**src/rtl/sdg_pkg.sv**
```systemverilog
package sdg_pkg;
    typedef enum logic [1:0] {
        BK_IDLE   = 2'd0,
        BK_ACTIVE = 2'd1,
        BK_READ   = 2'd2,
        BK_WRITE  = 2'd3
    } bank_st_e;

    typedef enum logic [3:0] {
        C_NONE, C_DESEL, C_NOP, C_ACT, C_RD, C_WR, C_BST, C_PRE, C_REF, C_MRS
    } cmd_e;

    typedef enum logic [2:0] {
        WHY_NONE     = 3'd0,
        WHY_BUSY_ALL = 3'd1,
        WHY_CLOSED   = 3'd2,
        WHY_OPEN     = 3'd3,
        WHY_RCD      = 3'd4,
        WHY_RAS      = 3'd5,
        WHY_RRD      = 3'd6,
        WHY_APLOCK   = 3'd7
    } why_e;

    typedef enum logic [1:0] {
        ENT_NONE     = 2'd0,
        ENT_AUTO_REF = 2'd1,
        ENT_SELF_REF = 2'd2,
        ENT_PDOWN    = 2'd3
    } entry_e;
endpackage

```
**src/rtl/sdg_decode.sv**
```systemverilog
module sdg_decode
    import sdg_pkg::*;
(
    input  logic cs_n,
    input  logic ras_n,
    input  logic cas_n,
    input  logic we_n,
    input  logic cke_prev,
    output cmd_e cmd_o
);
    always_comb begin
        if (!cke_prev) begin
            cmd_o = C_NONE;
        end else if (cs_n) begin
            cmd_o = C_DESEL;
        end else begin
            case ({ras_n, cas_n, we_n})
                3'b111:  cmd_o = C_NOP;
                3'b011:  cmd_o = C_ACT;
                3'b101:  cmd_o = C_RD;
                3'b100:  cmd_o = C_WR;
                3'b110:  cmd_o = C_BST;
                3'b010:  cmd_o = C_PRE;
                3'b001:  cmd_o = C_REF;
                default: cmd_o = C_MRS;
            endcase
        end
    end
endmodule

```
**src/rtl/sdg_bank.sv**
```systemverilog
module sdg_bank
    import sdg_pkg::*;
#(
    parameter int T_RCD     = 3,
    parameter int T_RAS     = 5,
    parameter int BURST_LEN = 4,
    parameter int T_RP      = 2,
    parameter int CW        = 3
) (
    input  logic     clk,
    input  logic     rst_n,
    input  logic     go_act,
    input  logic     go_rd,
    input  logic     go_wr,
    input  logic     go_pre,
    input  logic     go_bst,
    input  logic     ap_sel,
    output bank_st_e st_o,
    output logic     rcd_ok_o,
    output logic     ras_ok_o,
    output logic     ap_lock_o
);
    typedef struct packed {
        bank_st_e        st;
        logic            ap;
        logic            closing;
        logic [CW-1:0]   cnt;
        logic [CW-1:0]   rcd;
        logic [CW-1:0]   ras;
    } bk_t;

    bk_t q, d;

    always_comb begin
        d = q;
        if (q.rcd != '0) d.rcd = q.rcd - 1'b1;
        if (q.ras != '0) d.ras = q.ras - 1'b1;

        // burst and trailing auto-precharge progress
        if (q.st == BK_READ || q.st == BK_WRITE) begin
            if (q.cnt != '0) begin
                d.cnt = q.cnt - 1'b1;
            end else if (q.closing) begin
                d.st      = BK_IDLE;
                d.ap      = 1'b0;
                d.closing = 1'b0;
            end else if (q.ap) begin
                d.closing = 1'b1;
                d.cnt     = CW'(T_RP - 1);
            end else begin
                d.st = BK_ACTIVE;
            end
        end

        // accepted commands override progress
        if (go_act) begin
            d.st  = BK_ACTIVE;
            d.rcd = CW'(T_RCD - 1);
            d.ras = CW'(T_RAS - 1);
        end
        if (go_rd || go_wr) begin
            d.st      = go_rd ? BK_READ : BK_WRITE;
            d.ap      = ap_sel;
            d.closing = 1'b0;
            d.cnt     = CW'(BURST_LEN - 1);
        end
        if (go_pre) begin
            d.st      = BK_IDLE;
            d.ap      = 1'b0;
            d.closing = 1'b0;
        end
        if (go_bst) begin
            d.st = BK_ACTIVE;
        end
    end

    always_ff @(posedge clk or negedge rst_n) begin
        if (!rst_n) q <= '0;
        else        q <= d;
    end

    assign st_o      = q.st;
    assign rcd_ok_o  = (q.rcd == '0);
    assign ras_ok_o  = (q.ras == '0);
    assign ap_lock_o = q.ap;
endmodule

```
**src/rtl/sdram_cmd_guard.sv**
```systemverilog
module sdram_cmd_guard
    import sdg_pkg::*;
#(
    parameter int BANK_BITS = 2,
    parameter int T_RCD     = 3,
    parameter int T_RAS     = 5,
    parameter int T_RRD     = 2,
    parameter int BURST_LEN = 4,
    parameter int T_RP      = 2
) (
    input  logic                            clk,
    input  logic                            rst_n,
    input  logic                            cs_n,
    input  logic                            ras_n,
    input  logic                            cas_n,
    input  logic                            we_n,
    input  logic [BANK_BITS-1:0]            ba,
    input  logic                            a10,
    input  logic                            cke,
    input  logic                            cke_prev,
    output logic [2*(1<<BANK_BITS)-1:0]     bank_state_o,
    output logic                            illegal_o,
    output logic [2:0]                      reason_o,
    output logic                            auto_pre_o,
    output logic [1:0]                      entry_o
);
    localparam int NB    = 1 << BANK_BITS;
    localparam int TM_A  = (T_RCD > T_RAS) ? T_RCD : T_RAS;
    localparam int TM_B  = (T_RRD > BURST_LEN) ? T_RRD : BURST_LEN;
    localparam int TM_C  = (TM_A > TM_B) ? TM_A : TM_B;
    localparam int T_MAX = (TM_C > T_RP) ? TM_C : T_RP;
    localparam int CW    = $clog2(T_MAX + 1);

    typedef struct packed {
        logic [CW-1:0] rrd;
        logic          bad;
        why_e          why;
        logic          ap;
        entry_e        ent;
    } top_t;

    top_t q, d;
    cmd_e cmd;

    bank_st_e       st_w [NB];
    logic [NB-1:0]  rcd_ok_w, ras_ok_w, ap_lock_w;
    logic           go_act, go_rd, go_wr, go_pre, go_bst;
    logic           all_idle;
    bank_st_e       sel_st;

    sdg_decode u_decode (
        .cs_n     (cs_n),
        .ras_n    (ras_n),
        .cas_n    (cas_n),
        .we_n     (we_n),
        .cke_prev (cke_prev),
        .cmd_o    (cmd)
    );

    for (genvar i = 0; i < NB; i++) begin : g_bank
        localparam logic [BANK_BITS-1:0] ID = BANK_BITS'(i);
        sdg_bank #(
            .T_RCD(T_RCD), .T_RAS(T_RAS), .BURST_LEN(BURST_LEN), .T_RP(T_RP), .CW(CW)
        ) u_bank (
            .clk       (clk),
            .rst_n     (rst_n),
            .go_act    (go_act && (ba == ID)),
            .go_rd     (go_rd  && (ba == ID)),
            .go_wr     (go_wr  && (ba == ID)),
            .go_pre    (go_pre && (ba == ID)),
            .go_bst    (go_bst && (ba == ID)),
            .ap_sel    (a10),
            .st_o      (st_w[i]),
            .rcd_ok_o  (rcd_ok_w[i]),
            .ras_ok_o  (ras_ok_w[i]),
            .ap_lock_o (ap_lock_w[i])
        );
        assign bank_state_o[2*i +: 2] = st_w[i];
    end

    always_comb begin
        all_idle = 1'b1;
        for (int i = 0; i < NB; i++) begin
            if (st_w[i] != BK_IDLE) all_idle = 1'b0;
        end
        sel_st = st_w[ba];
    end

    always_comb begin
        d = q;
        if (q.rrd != '0) d.rrd = q.rrd - 1'b1;
        d.why  = WHY_NONE;
        d.ap   = 1'b0;
        d.ent  = ENT_NONE;
        go_act = 1'b0;
        go_rd  = 1'b0;
        go_wr  = 1'b0;
        go_pre = 1'b0;
        go_bst = 1'b0;
        case (cmd)
            C_MRS: begin
                if (!all_idle) d.why = WHY_BUSY_ALL;
            end
            C_REF: begin
                if (!all_idle) d.why = WHY_BUSY_ALL;
                else           d.ent = cke ? ENT_AUTO_REF : ENT_SELF_REF;
            end
            C_ACT: begin
                if (sel_st != BK_IDLE)  d.why = WHY_OPEN;
                else if (q.rrd != '0)   d.why = WHY_RRD;
                else begin
                    go_act = 1'b1;
                    d.rrd  = CW'(T_RRD - 1);
                end
            end
            C_RD, C_WR: begin
                if (sel_st == BK_IDLE)      d.why = WHY_CLOSED;
                else if (ap_lock_w[ba])     d.why = WHY_APLOCK;
                else if (!rcd_ok_w[ba])     d.why = WHY_RCD;
                else begin
                    go_rd = (cmd == C_RD);
                    go_wr = (cmd == C_WR);
                    d.ap  = a10;
                end
            end
            C_PRE: begin
                if (sel_st == BK_IDLE)      ; // nothing to close
                else if (ap_lock_w[ba])     d.why = WHY_APLOCK;
                else if (!ras_ok_w[ba])     d.why = WHY_RAS;
                else                        go_pre = 1'b1;
            end
            C_BST: begin
                if (ap_lock_w[ba])          d.why = WHY_APLOCK;
                else if (sel_st == BK_READ || sel_st == BK_WRITE) go_bst = 1'b1;
            end
            C_DESEL: begin
                if (!cke && all_idle) d.ent = ENT_PDOWN;
            end
            default: ;
        endcase
        d.bad = (d.why != WHY_NONE);
    end

    always_ff @(posedge clk or negedge rst_n) begin
        if (!rst_n) q <= '0;
        else        q <= d;
    end

    assign illegal_o  = q.bad;
    assign reason_o   = q.why;
    assign auto_pre_o = q.ap;
    assign entry_o    = q.ent;
endmodule

```
**config.mk**
```make
export PLATFORM = sky130hd
export DESIGN_NAME = sdram_cmd_guard
export DESIGN_NICKNAME = d
export VERILOG_FILES = /design/src/rtl/sdg_pkg.sv /design/src/rtl/sdg_decode.sv /design/src/rtl/sdg_bank.sv /design/src/rtl/sdram_cmd_guard.sv
export SDC_FILE = /design/constraint.sdc
export NUM_CORES = 1
export LEC_CHECK = 0
export CORE_UTILIZATION = 50
export DETAILED_ROUTE_END_ITERATION = 8
export DONT_BUFFER_PORTS = 1
export GPL_TIMING_DRIVEN = 1
export PLACE_DENSITY = 0.68
export SYNTH_ARGS = -nofsm -noshare
export SYNTH_HDL_FRONTEND = slang
export SYNTH_SLANG_ARGS = --single-unit
```
**constraint.sdc**
```tcl
create_clock -name clk -period 2.4 [get_ports clk]
set_input_delay 0.48 -clock clk [delete_from_list [all_inputs] [get_ports clk]]
set_output_delay 0.48 -clock clk [all_outputs]
set_load 0.005 [all_outputs]
```
==> summary.txt <==
Outcome
  • Status: finished, violations left
  • Failing checks: negative hold slack

Worst setup path
  • Critical Path Fanout Max: 3
  • Setup CP Type: reg2reg
  • CP arrival: 2540 ps
  • Worst-case reg-to-reg path depth: 9
  • Critical path startpoint category: register
  • WP data required: 2630 ps
  • Worst setup EP type: register

Synth
  • Netlist cell types: 54
  • #FFs+latches synth: 62
  • Warnings, synthesis: 0
  • Cells taking the most area after synthesis: dfrtp_1, ha_1, nor2_1
  • XOR/XNOR Fraction of Synth Area: 1.89%
  • Avg Inst Size Synth: 9.15 um^2
  • Synth Area in Simple Gates: 21.1%
  • Post-synth top area cell: dfrtp_1
  • Post-synthesis mux area share: 5.07%
  • Adder-Cell Fraction of Synth Area: 9.12%
  • Sequential share of the synthesized area: 41.9%
  • Syn_nets: 443
  • Syn Std Cell Area: 3700 um^2
  • Async S/R FF share, synth: 100%
  • Fraction of the mapped netlist area in compound gates: 13.5%
  • Syn Inst Count: 405
  • Post-synth EDFFs: 0
  • Top_reg_cell synth: dfrtp_1
  • Main combinational cell family by area after synthesis: simple AND/OR/NAND/NOR gates
  • Yosys top cell area share: 41.9%

Drt
  • DR DRC count: 0
  • Initial drt markers: 241
  • Met3 wire length: 450 um
  • Highest Signal Layer: met4
  • Routed Antenna Nets: 0
  • DR pass1 iterations: 4
  • Via count: 2864
  • Met2 routed WL: 3.50 mm
  • Met1 WL: 3.50 mm
  • Drt via density: 5.49
  • Post-Route WL: 7.63 mm
  • Average wire per standard cell: 14.6 um

Place
  • Detailed placer's ending HPWL: 5.65 mm
  • I/O Buffers: 0
  • RD Place Congestion: 0.870
  • Placed Area: 3840 um^2

Cells and area
  • Final layout net count: 456
  • Layout area overhead: 10.7%
  • Finished Core Util: 56.9%
  • Share of cells above drive strength 1: 13.5%
  • Filler cell count: 644
  • N_diodes: 0
  • Cell area after layout: 4100 um^2

Pwr
  • P per Cell Area: 987 nW/um^2
  • VDD IR max: 431 uV
  • Leak Pwr: 1.94 nW

Global route
  • Largest net degree at the start of global routing: 63
  • First-pass GRT wire length: 12.9 mm
  • Initial antenna violation count: 0
  • Number of global-route vias before repair: 2789
  • GR Overflow Total: 0
  • GRT Total Usage: 22.2%

Floorplanning
  • Initial core utilization: 51.4%
  • Die Y: 88.1 um
  • # IOs: 26
  • Die Wd: 88.1 um
  • CORE AREA: 7210 um^2
  • Number of placement rows: 31
  • Area of the die: 7760 um^2

STA
  • Setup Skew: 10.7 ps
  • Tmin final: 2310 ps
  • Fin Hold WS: -17.8 ps
  • Slew @ Worst Pin: 465 ps
  • # setup viols final: 0
  • Slew Limit Fails: 0
  • Final Cycle Share: 96.1%
  • Fmax: 433 MHz
  • Fin. Hold Viols: 18
  • Rel. slew slack: 68.9%

Clock tree
  • Clk_lat worst skew: 350 ps
  • CTS Buf Count: 9
  • Clock Path Buffers: 2
  • CTS tree: done
  • Clock-pin slew of the registers on the worst-case setup and hold paths: 70 ps
  • H-tree Lvls: 3
  • Num Clock Sinks: 62
  • Root Buffer: clkbuf_8

Min path
  • Hold Path Class: in2async

Run
  • Max Cap Viol: 0
-- synth_stat cells (5+ instances only) --
library cell / instances
ha_1: 27
nand3_1: 16
nand2_1: 43
inv_1: 37
and3_1: 5
nor3_1: 6
nor2_1: 50
o21ai_0: 18
buf_4: 13
dfrtp_1: 62
mux4_2: 5
a22o_1: 5
a31oi_1: 5
and2_1: 7
nand2b_1: 9
nor2b_1: 9
a21oi_1: 21
-- registers in the layout (all words and copies together) (netlist names) --
| signal | cells |
|---|---|
| auto_pre_o | 1 |
| illegal_o | 1 |
| q | 3 |
| entry_o | 2 |
| g_bank.u_bank.ap_lock_o | 4 |
| g_bank.u_bank.st_o | 8 |
| reason_o | 3 |
| g_bank.u_bank.q | 40 |
-- through the flow --
stage | worst slack [ps] | std cells | TNS [ps] | hold slack [ps] | total power [mW]
floorplan | 2.11 | 405 | 0 | 184 | 2.78
global placement | 110 | 504 | 0 | 186 | 3.00
detailed placement | 60.1 | 504 | 0 | 186 | 3.09
CTS | 39.3 | 521 | 0 | 4.08 | 4.06
global route | -1.00 | 522 | -1.00 | 19.5 | 4.43
finish | 92.8 | 522 | 0 | -17.8 | 4.05
-- final timing paths --
| kind | startpoint | end | slack (ps) |
|---|---|---|---|
| setup / recovery | g_bank[3].u_bank.q[3] | g_bank[0].u_bank.st_o[0] | 90 |
| hold / removal | rst_n | q[7] | -20 |
| setup reg to reg | g_bank[3].u_bank.q[3] | g_bank[0].u_bank.st_o[0] | 90 |
| hold reg to reg | g_bank[3].u_bank.q[4] | g_bank[3].u_bank.q[4] | 490 |
| max in group asynchronous | rst_n | g_bank[0].u_bank.q[5] | 2110 |
| min in group clk | cke | entry_o[1] | 190 |
-- cells in the final DEF, fill, tap and decap left out, types with 6 or more instances in the layout --
cell type,instances
a21oi_1,21
nor2b_1,9
dfrtp_1,62
ha_1,25
nor2_1,50
nand3_1,16
nand2_1,42
nand2b_1,9
and2_1,6
buf_4,20
nor3_1,6
inv_1,37
o21ai_0,17
clkbuf_8,11
-- kinds of logic after synthesis --
| family | count (synthesis) |
|---|---|
| and+or+nand+nor | 162 |
| AOI/OAI and AO/OA | 78 |
| DFF | 62 |
| buffers and inverters | 56 |
| adders and majority gates | 27 |
| muxes | 12 |
| xor gates and xnor gates | 8 |
-- power by group --
group          internal [mW]  switching [mW]  total [mW]
clock network          0.531           0.410       0.941
logic                  0.710           0.805        1.52
registers               1.39           0.195        1.59
total                   2.64            1.41        4.05
-- worst max-delay path, stage by stage (launching register included) --
cell	delay, ps
dfrtp_1	360
inv_1	50
ha_1	190
ha_2	190
mux4_2	480
nand2_2	100
o21ai_1	80
and2_4	170
a211oi_4	260
mux2_4	320
-- layer usage --
layer  up-vias  track usage [%]
met3        16             5.84
met2        80             34.9
met5         -                0
met4         0             11.3
li1       1409                -
met1      1359             28.4
-- final cells by class --
class	count	area, um^2	area share (%)
inverter	37	139	3.39
clock inverter	4	45.0	1.10
tap	99	124	3.02
sequential	62	1550	37.8
clock buffer	12	155	3.78
timing repair buffer	21	178	4.33
multi-input combinational	287	1910	46.6
-- what timing repair did --
action                     4_1_cts  5_1_grt
buffers inserted                 0        1
hold buffers                     1        0
resized for setup                0        7
setup endpoints to repair        0        5
hold endpoints to repair        62        0
No activity file was read; power rests on OpenSTA's default activity.
